<file path="src/rtl/nbl_pkg.sv">
package nbl_pkg;
  localparam int NIB_W  = 4;
  localparam int SYM_W  = 5;
  localparam int BYTE_W = 2 * NIB_W;
  localparam int WORD_W = 2 * SYM_W;
  localparam logic [WORD_W-1:0] COMMA = 10'b11111_00000;

  typedef struct packed {
    logic             legal;
    logic [NIB_W-1:0] nib;
  } dec_t;

  // Symbols: leading and trailing runs at most 2, inner runs at most 3.
  function automatic logic [SYM_W-1:0] enc_nib(input logic [NIB_W-1:0] n);
    logic [SYM_W-1:0] s;
    case (n)
      4'h0: s = 5'b00101;
      4'h1: s = 5'b00110;
      4'h2: s = 5'b01001;
      4'h3: s = 5'b01010;
      4'h4: s = 5'b01011;
      4'h5: s = 5'b01100;
      4'h6: s = 5'b01101;
      4'h7: s = 5'b01110;
      4'h8: s = 5'b10001;
      4'h9: s = 5'b10010;
      4'hA: s = 5'b10011;
      4'hB: s = 5'b10100;
      4'hC: s = 5'b10101;
      4'hD: s = 5'b10110;
      4'hE: s = 5'b11001;
      default: s = 5'b11010;
    endcase
    return s;
  endfunction

  function automatic dec_t dec_sym(input logic [SYM_W-1:0] s);
    dec_t d;
    d.legal = 1'b1;
    d.nib   = '0;
    case (s)
      5'b00101: d.nib = 4'h0;
      5'b00110: d.nib = 4'h1;
      5'b01001: d.nib = 4'h2;
      5'b01010: d.nib = 4'h3;
      5'b01011: d.nib = 4'h4;
      5'b01100: d.nib = 4'h5;
      5'b01101: d.nib = 4'h6;
      5'b01110: d.nib = 4'h7;
      5'b10001: d.nib = 4'h8;
      5'b10010: d.nib = 4'h9;
      5'b10011: d.nib = 4'hA;
      5'b10100: d.nib = 4'hB;
      5'b10101: d.nib = 4'hC;
      5'b10110: d.nib = 4'hD;
      5'b11001: d.nib = 4'hE;
      5'b11010: d.nib = 4'hF;
      default:  d.legal = 1'b0;
    endcase
    return d;
  endfunction
endpackage

</file>
<file path="src/rtl/nbl_tx.sv">
module nbl_tx
  import nbl_pkg::*;
(
  input  logic              clk,
  input  logic              rst_n,
  input  logic [BYTE_W-1:0] data_i,
  input  logic              comma_i,
  output logic              load_o,
  output logic              bit_o
);
  localparam int CNT_W = $clog2(WORD_W);
  localparam logic [CNT_W-1:0] LAST = CNT_W'(WORD_W - 1);

  logic [CNT_W-1:0]  cnt_q, cnt_d;
  logic [WORD_W-1:0] sh_q, sh_d;
  logic              comma_q, comma_d;

  assign load_o = (cnt_q == LAST);
  assign bit_o  = sh_q[WORD_W-1];

  always_comb begin
    cnt_d   = cnt_q + CNT_W'(1);
    sh_d    = {sh_q[WORD_W-2:0], 1'b0};
    comma_d = comma_q;
    if (load_o) begin
      cnt_d   = '0;
      comma_d = comma_i;
      if (comma_i) sh_d = COMMA;
      else         sh_d = {enc_nib(data_i[BYTE_W-1:NIB_W]), enc_nib(data_i[NIB_W-1:0])};
    end
  end

  always_ff @(posedge clk or negedge rst_n) begin
    if (!rst_n) begin
      cnt_q   <= LAST;
      sh_q    <= '0;
      comma_q <= 1'b1;
    end else begin
      cnt_q   <= cnt_d;
      sh_q    <= sh_d;
      comma_q <= comma_d;
    end
  end

  // Checker state: run length of data bits and spacing of load strobes.
  logic [CNT_W-1:0] ck_gap;
  logic             ck_seen;
  logic [2:0]       ck_run;
  logic             ck_prev;

  always_ff @(posedge clk or negedge rst_n) begin
    if (!rst_n) begin
      ck_gap  <= '0;
      ck_seen <= 1'b0;
      ck_run  <= '0;
      ck_prev <= 1'b0;
    end else begin
      if (load_o) begin
        ck_gap  <= '0;
        ck_seen <= 1'b1;
      end else if (ck_gap != LAST) begin
        ck_gap  <= ck_gap + CNT_W'(1);
      end
      if (comma_q)                             ck_run <= '0;
      else if (ck_run == '0 || bit_o != ck_prev) ck_run <= 3'd1;
      else if (ck_run != 3'd7)                 ck_run <= ck_run + 3'd1;
      ck_prev <= bit_o;
    end
  end

  AST_TX_RUN_LIMIT: assert property (@(posedge clk) disable iff (!rst_n)
    ck_run <= 3'd4);
  AST_TX_LOAD_SPACING: assert property (@(posedge clk) disable iff (!rst_n)
    (load_o && ck_seen) |-> (ck_gap == LAST));
  AST_TX_LOAD_PULSE: assert property (@(posedge clk) disable iff (!rst_n)
    load_o |=> !load_o);
endmodule

</file>
<file path="src/rtl/nbl_rx_align.sv">
module nbl_rx_align
  import nbl_pkg::*;
(
  input  logic              clk,
  input  logic              rst_n,
  input  logic              bit_i,
  output logic [WORD_W-1:0] word_o,
  output logic              frame_o,
  output logic              comma_o,
  output logic              locked_o
);
  localparam int CNT_W = $clog2(WORD_W);
  localparam logic [CNT_W-1:0] LAST = CNT_W'(WORD_W - 1);

  logic [WORD_W-1:0] sh_q, sh_d;
  logic [CNT_W-1:0]  phase_q, phase_d;
  logic              locked_q, locked_d;

  assign sh_d     = {sh_q[WORD_W-2:0], bit_i};
  assign word_o   = sh_d;
  assign comma_o  = (sh_d == COMMA);
  assign frame_o  = locked_q && !comma_o && (phase_q == LAST);
  assign locked_o = locked_q;

  always_comb begin
    locked_d = locked_q | comma_o;
    phase_d  = phase_q;
    if (comma_o || frame_o) phase_d = '0;
    else if (locked_q)      phase_d = phase_q + CNT_W'(1);
  end

  always_ff @(posedge clk or negedge rst_n) begin
    if (!rst_n) begin
      sh_q     <= '0;
      phase_q  <= '0;
      locked_q <= 1'b0;
    end else begin
      sh_q     <= sh_d;
      phase_q  <= phase_d;
      locked_q <= locked_d;
    end
  end

  AST_ALIGN_RESTART: assert property (@(posedge clk) disable iff (!rst_n)
    comma_o |=> (phase_q == '0));
  AST_ALIGN_LOCK_HELD: assert property (@(posedge clk) disable iff (!rst_n)
    locked_q |=> locked_q);
  AST_ALIGN_FRAME_PULSE: assert property (@(posedge clk) disable iff (!rst_n)
    frame_o |=> !frame_o);
endmodule

</file>
<file path="src/rtl/nbl_rx_decode.sv">
module nbl_rx_decode
  import nbl_pkg::*;
(
  input  logic              clk,
  input  logic              rst_n,
  input  logic [WORD_W-1:0] word_i,
  input  logic              frame_i,
  output logic [BYTE_W-1:0] data_o,
  output logic              valid_o,
  output logic              err_o
);
  dec_t              hi, lo;
  logic [BYTE_W-1:0] data_d;
  logic              valid_d, err_d;

  assign hi = dec_sym(word_i[WORD_W-1:SYM_W]);
  assign lo = dec_sym(word_i[SYM_W-1:0]);

  always_comb begin
    valid_d = frame_i;
    data_d  = data_o;
    err_d   = 1'b0;
    if (frame_i) begin
      data_d = {hi.nib, lo.nib};
      err_d  = !(hi.legal && lo.legal);
    end
  end

  always_ff @(posedge clk or negedge rst_n) begin
    if (!rst_n) begin
      data_o  <= '0;
      valid_o <= 1'b0;
      err_o   <= 1'b0;
    end else begin
      data_o  <= data_d;
      valid_o <= valid_d;
      err_o   <= err_d;
    end
  end

  AST_DEC_ERR_QUAL: assert property (@(posedge clk) disable iff (!rst_n)
    err_o |-> valid_o);
  AST_DEC_STROBE: assert property (@(posedge clk) disable iff (!rst_n)
    valid_o |=> !valid_o);
endmodule

</file>
<file path="src/rtl/nbl_link.sv">
module nbl_link
  import nbl_pkg::*;
(
  input  logic              clk,
  input  logic              rst_n,
  input  logic [BYTE_W-1:0] tx_data,
  input  logic              tx_comma,
  output logic              tx_load,
  output logic              ser_out,
  input  logic              ser_in,
  output logic [BYTE_W-1:0] rx_data,
  output logic              rx_valid,
  output logic              rx_err
);
  logic [1:0]        rst_sync;
  logic              rst_int_n;
  logic [WORD_W-1:0] rx_word;
  logic              rx_frame, rx_comma, rx_locked;

  always_ff @(posedge clk or negedge rst_n) begin
    if (!rst_n) rst_sync <= 2'b00;
    else        rst_sync <= {rst_sync[0], 1'b1};
  end
  assign rst_int_n = rst_sync[1];

  nbl_tx u_tx (
    .clk(clk), .rst_n(rst_int_n), .data_i(tx_data), .comma_i(tx_comma),
    .load_o(tx_load), .bit_o(ser_out));

  nbl_rx_align u_align (
    .clk(clk), .rst_n(rst_int_n), .bit_i(ser_in), .word_o(rx_word),
    .frame_o(rx_frame), .comma_o(rx_comma), .locked_o(rx_locked));

  nbl_rx_decode u_dec (
    .clk(clk), .rst_n(rst_int_n), .word_i(rx_word), .frame_i(rx_frame),
    .data_o(rx_data), .valid_o(rx_valid), .err_o(rx_err));

  AST_LINK_QUIET_UNLOCKED: assert property (@(posedge clk) disable iff (!rst_int_n)
    !rx_locked |-> !rx_valid);
  AST_LINK_COMMA_NO_BYTE: assert property (@(posedge clk) disable iff (!rst_int_n)
    rx_comma |=> !rx_valid);
endmodule

</file>
<file path="config.mk">
export PLATFORM = sky130hd
export DESIGN_NAME = nbl_link
export DESIGN_NICKNAME = d
export VERILOG_FILES = /design/src/rtl/nbl_pkg.sv /design/src/rtl/nbl_tx.sv /design/src/rtl/nbl_rx_align.sv /design/src/rtl/nbl_rx_decode.sv /design/src/rtl/nbl_link.sv
export SDC_FILE = /design/constraint.sdc
export NUM_CORES = 1
export LEC_CHECK = 0
export BUFFER_PORTS_ARGS = -buffer_cell sky130_fd_sc_hd__clkbuf_2
export CORE_UTILIZATION = 43
export CTS_BUF_LIST = sky130_fd_sc_hd__clkbuf_4
export CTS_CLUSTER_SIZE = 24
export DETAILED_ROUTE_END_ITERATION = 6
export PLACE_DENSITY = 0.62
export SYNTH_ARGS = -nofsm -noshare
export SYNTH_HDL_FRONTEND = slang
export SYNTH_HIERARCHICAL = 1
export SYNTH_SLANG_ARGS = --single-unit
export TNS_END_PERCENT = 10
</file>
<file path="constraint.sdc">
create_clock -name clk -period 1.73 [get_ports clk]
set_input_delay 0.346 -clock clk [delete_from_list [all_inputs] [get_ports clk]]
set_output_delay 0.346 -clock clk [all_outputs]
set_load 0.03 [all_outputs]
</file>
== Word level (Yosys, flattened, before mapping) ==
Memory sizes are Yosys's and may differ from the RTL's.
Index checks and enable logic that the tools add are counted.

* Memory bits (read-only): 160
* Output and inout port bits: 12
* Register bits after elaboration: 40
* Logic and storage cells: 68
* Memories kept: 2

{| class="wikitable"
|+ Memory list
! name !! depth !! bits a word !! read ports !! clocked after Yosys merged registers in !! write ports !! RTL line !! RTL
|-
| (no name shown) || 16 || 5 || 1 || 0 || 0 || nbl_pkg.sv:16 || <nowiki>case (n)</nowiki>
|-
| (no name shown) || 16 || 5 || 1 || 0 || 0 || nbl_pkg.sv:16 ||
|}

* Bitwise logic cells: 1
* Add/sub/neg operators: 2
* Equal/unequal tests: 35
* Muxes and demuxes: 10
* Reductions and logical operators: 9

{| class="wikitable"
|+ Operators with widths
! operator !! number
|-
| $pmux 4 s15 || 2
|-
| $eq 5x5->1 const B || 16
|-
| $eq 5x4->1 const B || 12
|-
| $reduce_or 16->1 || 2
|-
| $eq 5x3->1 const B || 4
|-
| $mux 10 || 2
|-
| $mux 4 || 3
|-
| $eq 10x10->1 const B || 1
|-
| $add 4x1->4 const B || 2
|-
| $eq 4x4->1 const B || 2
|-
| $logic_and 1x1->1 || 3
|-
| $mux 1 || 3
|-
| $logic_not 1->1 || 2
|-
| $reduce_bool 2->1 || 1
|-
| $logic_or 1x1->1 || 1
|-
| $or 1x1->1 || 1
|}

== Logic depth before layout (Yosys ltp) ==
* Depth after elaboration: 6
* Depth in mapped cells: 8
* Depth with buffers taken out: 6

== Hierarchy ==
Netlist, hierarchy kept.

{| class="wikitable"
|+ By module, submodules not included
! module !! instances !! cells each !! area an instance (um^2) !! sequential area each (um^2)
|-
| nbl_tx || 1 || 80 || 762.0 || 352.8
|-
| nbl_rx_decode || 1 || 87 || 730.7 || 250.2
|-
| nbl_rx_align || 1 || 38 || 535.5 || 350.3
|-
| nbl_link || 1 || 3 || 53.8 || 50.0
|}

== Worst setup path before layout ==
OpenSTA, ideal clock, no wires.

* Path type: reg2reg
* Start: register u_align.sh_q[3]
* End: register u_dec.data_o[7]
* Setup time: 0.127 ns
* Stages on the path, launching flop included: 8
* Period minus slack after synthesis: 1.867 ns
* Arrival: 1.739 ns
* Required time: 1.603 ns
* Buffers on the path: 2
* Path slack: -0.137 ns
* Cells stage by stage: dfrtp_1 -> or4b_4 -> nor4_4 -> nor2_1 -> clkbuf_1 -> buf_2 -> o2111ai_1 -> o21ai_1

* Word-level cells in the longest chain between the ends: 4

{| class="wikitable"
|+ Ends and longest elaborated chain
! what !! RTL line !! RTL
|-
| start: declaration || nbl_rx_align.sv:15 || <nowiki>logic [WORD_W-1:0] sh_q, sh_d;</nowiki>
|-
| start signal: assignment || nbl_rx_align.sv:34 || <nowiki>sh_q <= '0;</nowiki>
|-
| start signal: assignment || nbl_rx_align.sv:38 || <nowiki>sh_q <= sh_d;</nowiki>
|-
| $eq 10x10->1 || nbl_rx_align.sv:21 || <nowiki>assign comma_o = (sh_d == COMMA);</nowiki>
|-
| via rx_comma || nbl_link.sv:18 || <nowiki>logic rx_frame, rx_comma, rx_locked;</nowiki>
|-
| $logic_not 1->1 || nbl_rx_align.sv:22 || <nowiki>assign frame_o = locked_q && !comma_o && (phase_q == LAST);</nowiki>
|-
| $logic_and 1x1->1 (2 in a row) || nbl_rx_align.sv:22 ||
|-
| via rx_frame || nbl_link.sv:18 ||
|-
| end signal: assignment || nbl_rx_decode.sv:35 || <nowiki>data_o <= data_d;</nowiki>
|-
| end: declaration || nbl_rx_decode.sv:8 || <nowiki>output logic [BYTE_W-1:0] data_o,</nowiki>
|}

The timed path passes the listed nets, and every way through them passes these cells.
A chain may end at the register's enable or synchronous reset.

== Final worst setup path ==
* Start: register u_align.sh_q[0]
* End: register u_dec.data_o[6]

The elaborated chain is that of the path after synthesis.

==> summary.md <==
| Metric | Value |
|---|---|
| Status | completed |
| CTS tree | done |
| Flops & latches, synth | 40 |
| Clock skew | 0.00575 ns |
| GRT Total Usage | 0.162 |
| DRC | 0 |
| Ys flop type | dfrtp_1 |
| Via density | 5.06 |
| Largest net degree at the start of global routing | 39 |
| Worst-Skew Late Latency | 0.35 ns |
| Most frequent cell after synthesis | dfrtp_1 |
| Iteration-0 DRC Markers | 98 |
| Fmax | 0.594 GHz |
| Post-route setup slack | 0.0474 ns |
| P_leak | 1.16 nW |
| I/O pin total | 24 |
| Distinct cells, synth | 55 |
| # clock sinks | 40 |
| Die H | 71.6 um |
| Critical Path Source Type | flop |
| Hold Fails Final Rpt | 0 |
| Unrepaired setup endpoints after global routing | yes |
| Synth-to-Final Area Change | 16.6% |
| Clock buffer depth | 2 |
| Post-synth ARST share | 1.00 |
| WP data required | 1.97 ns |
| Post-Route WL | 3640 um |
| Finished layout cell area | 0.00243 mm2 |
| Grt ovf | 0 |
| Num CTS Buffers | 5 |
| Synthesis Warnings | 6 |
| Core area | 0.00450 mm2 |
| Routed len/inst | 12.2 um |
| Ant. Diodes | 0 |
| Share of layout cells above drive strength 1 | 0.267 |
| Synthesized area | 0.00208 mm2 |
| WS Path Type | flop to flop |
| Post-synth top area share | 0.457 |
| Final period util | 0.973 |
| Cell Rows | 24 |
| Final design utilization | 0.539 |
| Final slew viol count | 0 |
| Critical path peak fanout | 7 |
| CP startpoint | u_align/sh_q[0] |
| PwrDens | 842 mW/mm2 |
| Crit Reg-Reg Startpoint | u_align/sh_q[0] |
| Initial Utilization | 0.462 |
| Crit path time final | 1.68 ns |
| Number of global-route vias before repair | 1439 |
| Worst Hold Class | primary input to flop |
| Area after DPL | 0.00231 mm2 |
| Worst hold margin | 0.173 ns |
| Seq/Total Area, Yosys | 0.482 |
| Setup Viol. Count Final | 0 |
| Initial antenna violation count | 0 |
| Clk slew on worst S/H paths | 0.12 ns |
| Post-Syn Instances | 208 |
| Cell accounting for the most synthesized area | dfrtp_1 |
| Final HPWL from detailed placement | 2550 um |
| DR pass1 iterations | 4 |
| Max_cap viols | 0 |
| PortBufs | 23 |
| Syn Nets | 226 |
| TNS Setup | 0 ns |
| Commonest cells post-synth | dfrtp_1, nand2_1, inv_1 |
| Final nets | 264 |
| Peak supply drop | 0.493 mV |
| Vias post-DR | 1514 |
| Placer congestion estimate | 0.762 |
| Die width | 71.6 um |
| First-pass GRT wire length | 6410 um |
| WP data arrival | 1.92 ns |
| Pre-CTS setup slack | -0.00789 ns |
| Synth area leaders | dfrtp_1, ha_1, nand2_1 |
| CTS Root Cell | clkbuf_4 |
| Die area | 0.00512 mm2 |
| Mapped Avg Cell Area | 10.0 um2 |
| Number of synthesized flops with an enable pin | 0 |
| CP endpoint kind | flop |
| Remaining antenna violation count | 0 |
| Worst min-delay path startpoint | tx_data[0] |
| Fill count | 429 |
| CTS H-tree lvls | 2 |
==> cells by family (layout without fill, tap and decap cells) <==
group / after synthesis / count (layout) / synth area share
buffers and inverters: 31 / 70 / 0.0793
DFF: 40 / 40 / 0.482
and+or+nand+nor: 68 / 68 / 0.183
muxes: 5 / 5 / 0.0252
AOI/OAI and AO/OA: 48 / 48 / 0.154
adders and majority gates: 7 / 7 / 0.0415
other: 1 / 1 / 0.00180
xor gates and xnor gates: 8 / 8 / 0.0337
==> sequential cells by signal (all words and copies together) (netlist names) <==
signal and count:
u_tx/sh_q 10, u_dec/data_o 8, u_tx/cnt_q 4, u_align/phase_q 4, u_dec/err_o 1, u_dec/valid_o 1
rst_sync 2, u_align/locked_o 1, u_align/sh_q 9
==> power by group <==
group / switching [mW] / internal, mW / total, mW
combinational: 0.194 / 0.155 / 0.349
sequential: 0.0682 / 1.01 / 1.08
clock: 0.315 / 0.302 / 0.617
total: 0.577 / 1.47 / 2.05
==> cell type report <==
type                       instances  area [um2]  share of cell area
clock inverter                     3        42.5              0.0175
multi-input combinational        137         926               0.381
inverter                          18        68.8              0.0283
sequential                        40        1000               0.413
tap                               52        65.1              0.0268
timing repair buffer              44         285               0.117
clock buffer                       5        37.5              0.0155
==> worst paths after layout <==
| check | to | slack, ns | cells after the start |
|---|---|---|---|
| setup / recovery | u_dec/data_o[6] | 0.05 | 6 |
| hold / removal | u_tx/sh_q[0] | 0.17 | 2 |
| setup reg to reg | u_dec/data_o[6] | 0.05 | 6 |
| hold reg to reg | u_align/phase_q[1] | 0.29 | 1 |
| max in group asynchronous | u_tx/cnt_q[0] | 1.09 | 1 |
| min in group asynchronous | u_align/phase_q[1] | 0.29 | 1 |
==> metrics by stage <==
| step | total power, mW | instances |
|---|---|---|
| finish | 2.05 | 299 |
| global placement | 1.44 | 289 |
| detailed placement | 1.45 | 289 |
| CTS | 2.09 | 299 |
| global route | 2.17 | 299 |
| floorplan | 1.35 | 208 |
==> repair_timing <==
| item | CTS | global route |
|---|---|---|
| setup buffers | 1 | 0 |
| gates resized for setup | 5 | 2 |
| pin swaps | 1 | 0 |
| hold buffers | 1 | 0 |
| setup endpoints to repair | 1 | 9 |
| endpoints found under the hold margin | 2 | 0 |
==> per-layer routing <==
metal | vias up | global-route usage | part of all wire
met5 | - | 0 | 0
met3 | 7 | 0.0380 | 0.027
met4 | 0 | 0.0719 | 0.018
met1 | 684 | 0.214 | 0.51
met2 | 24 | 0.255 | 0.44
li1 | 799 | - | -
==> worst max-delay path, stage by stage (launching register included) <==
cell and delay [ns]:
dfrtp_1 0.40, or4b_4 0.55, nor4_4 0.18, nor2_2 0.12, buf_4 0.17, nor2_1 0.10, a31oi_1 0.05
==> placed cells by master, fill, tap and decap left out, types with 7 or more instances in the layout <==
| master | instances |
|---|---|
| o21ai_0 | 8 |
| nand2_1 | 19 |
| nor2_1 | 12 |
| a21oi_1 | 7 |
| buf_4 | 20 |
| clkbuf_2 | 22 |
| inv_1 | 16 |
| dfrtp_1 | 38 |
(Power assumes the default switching activity.)
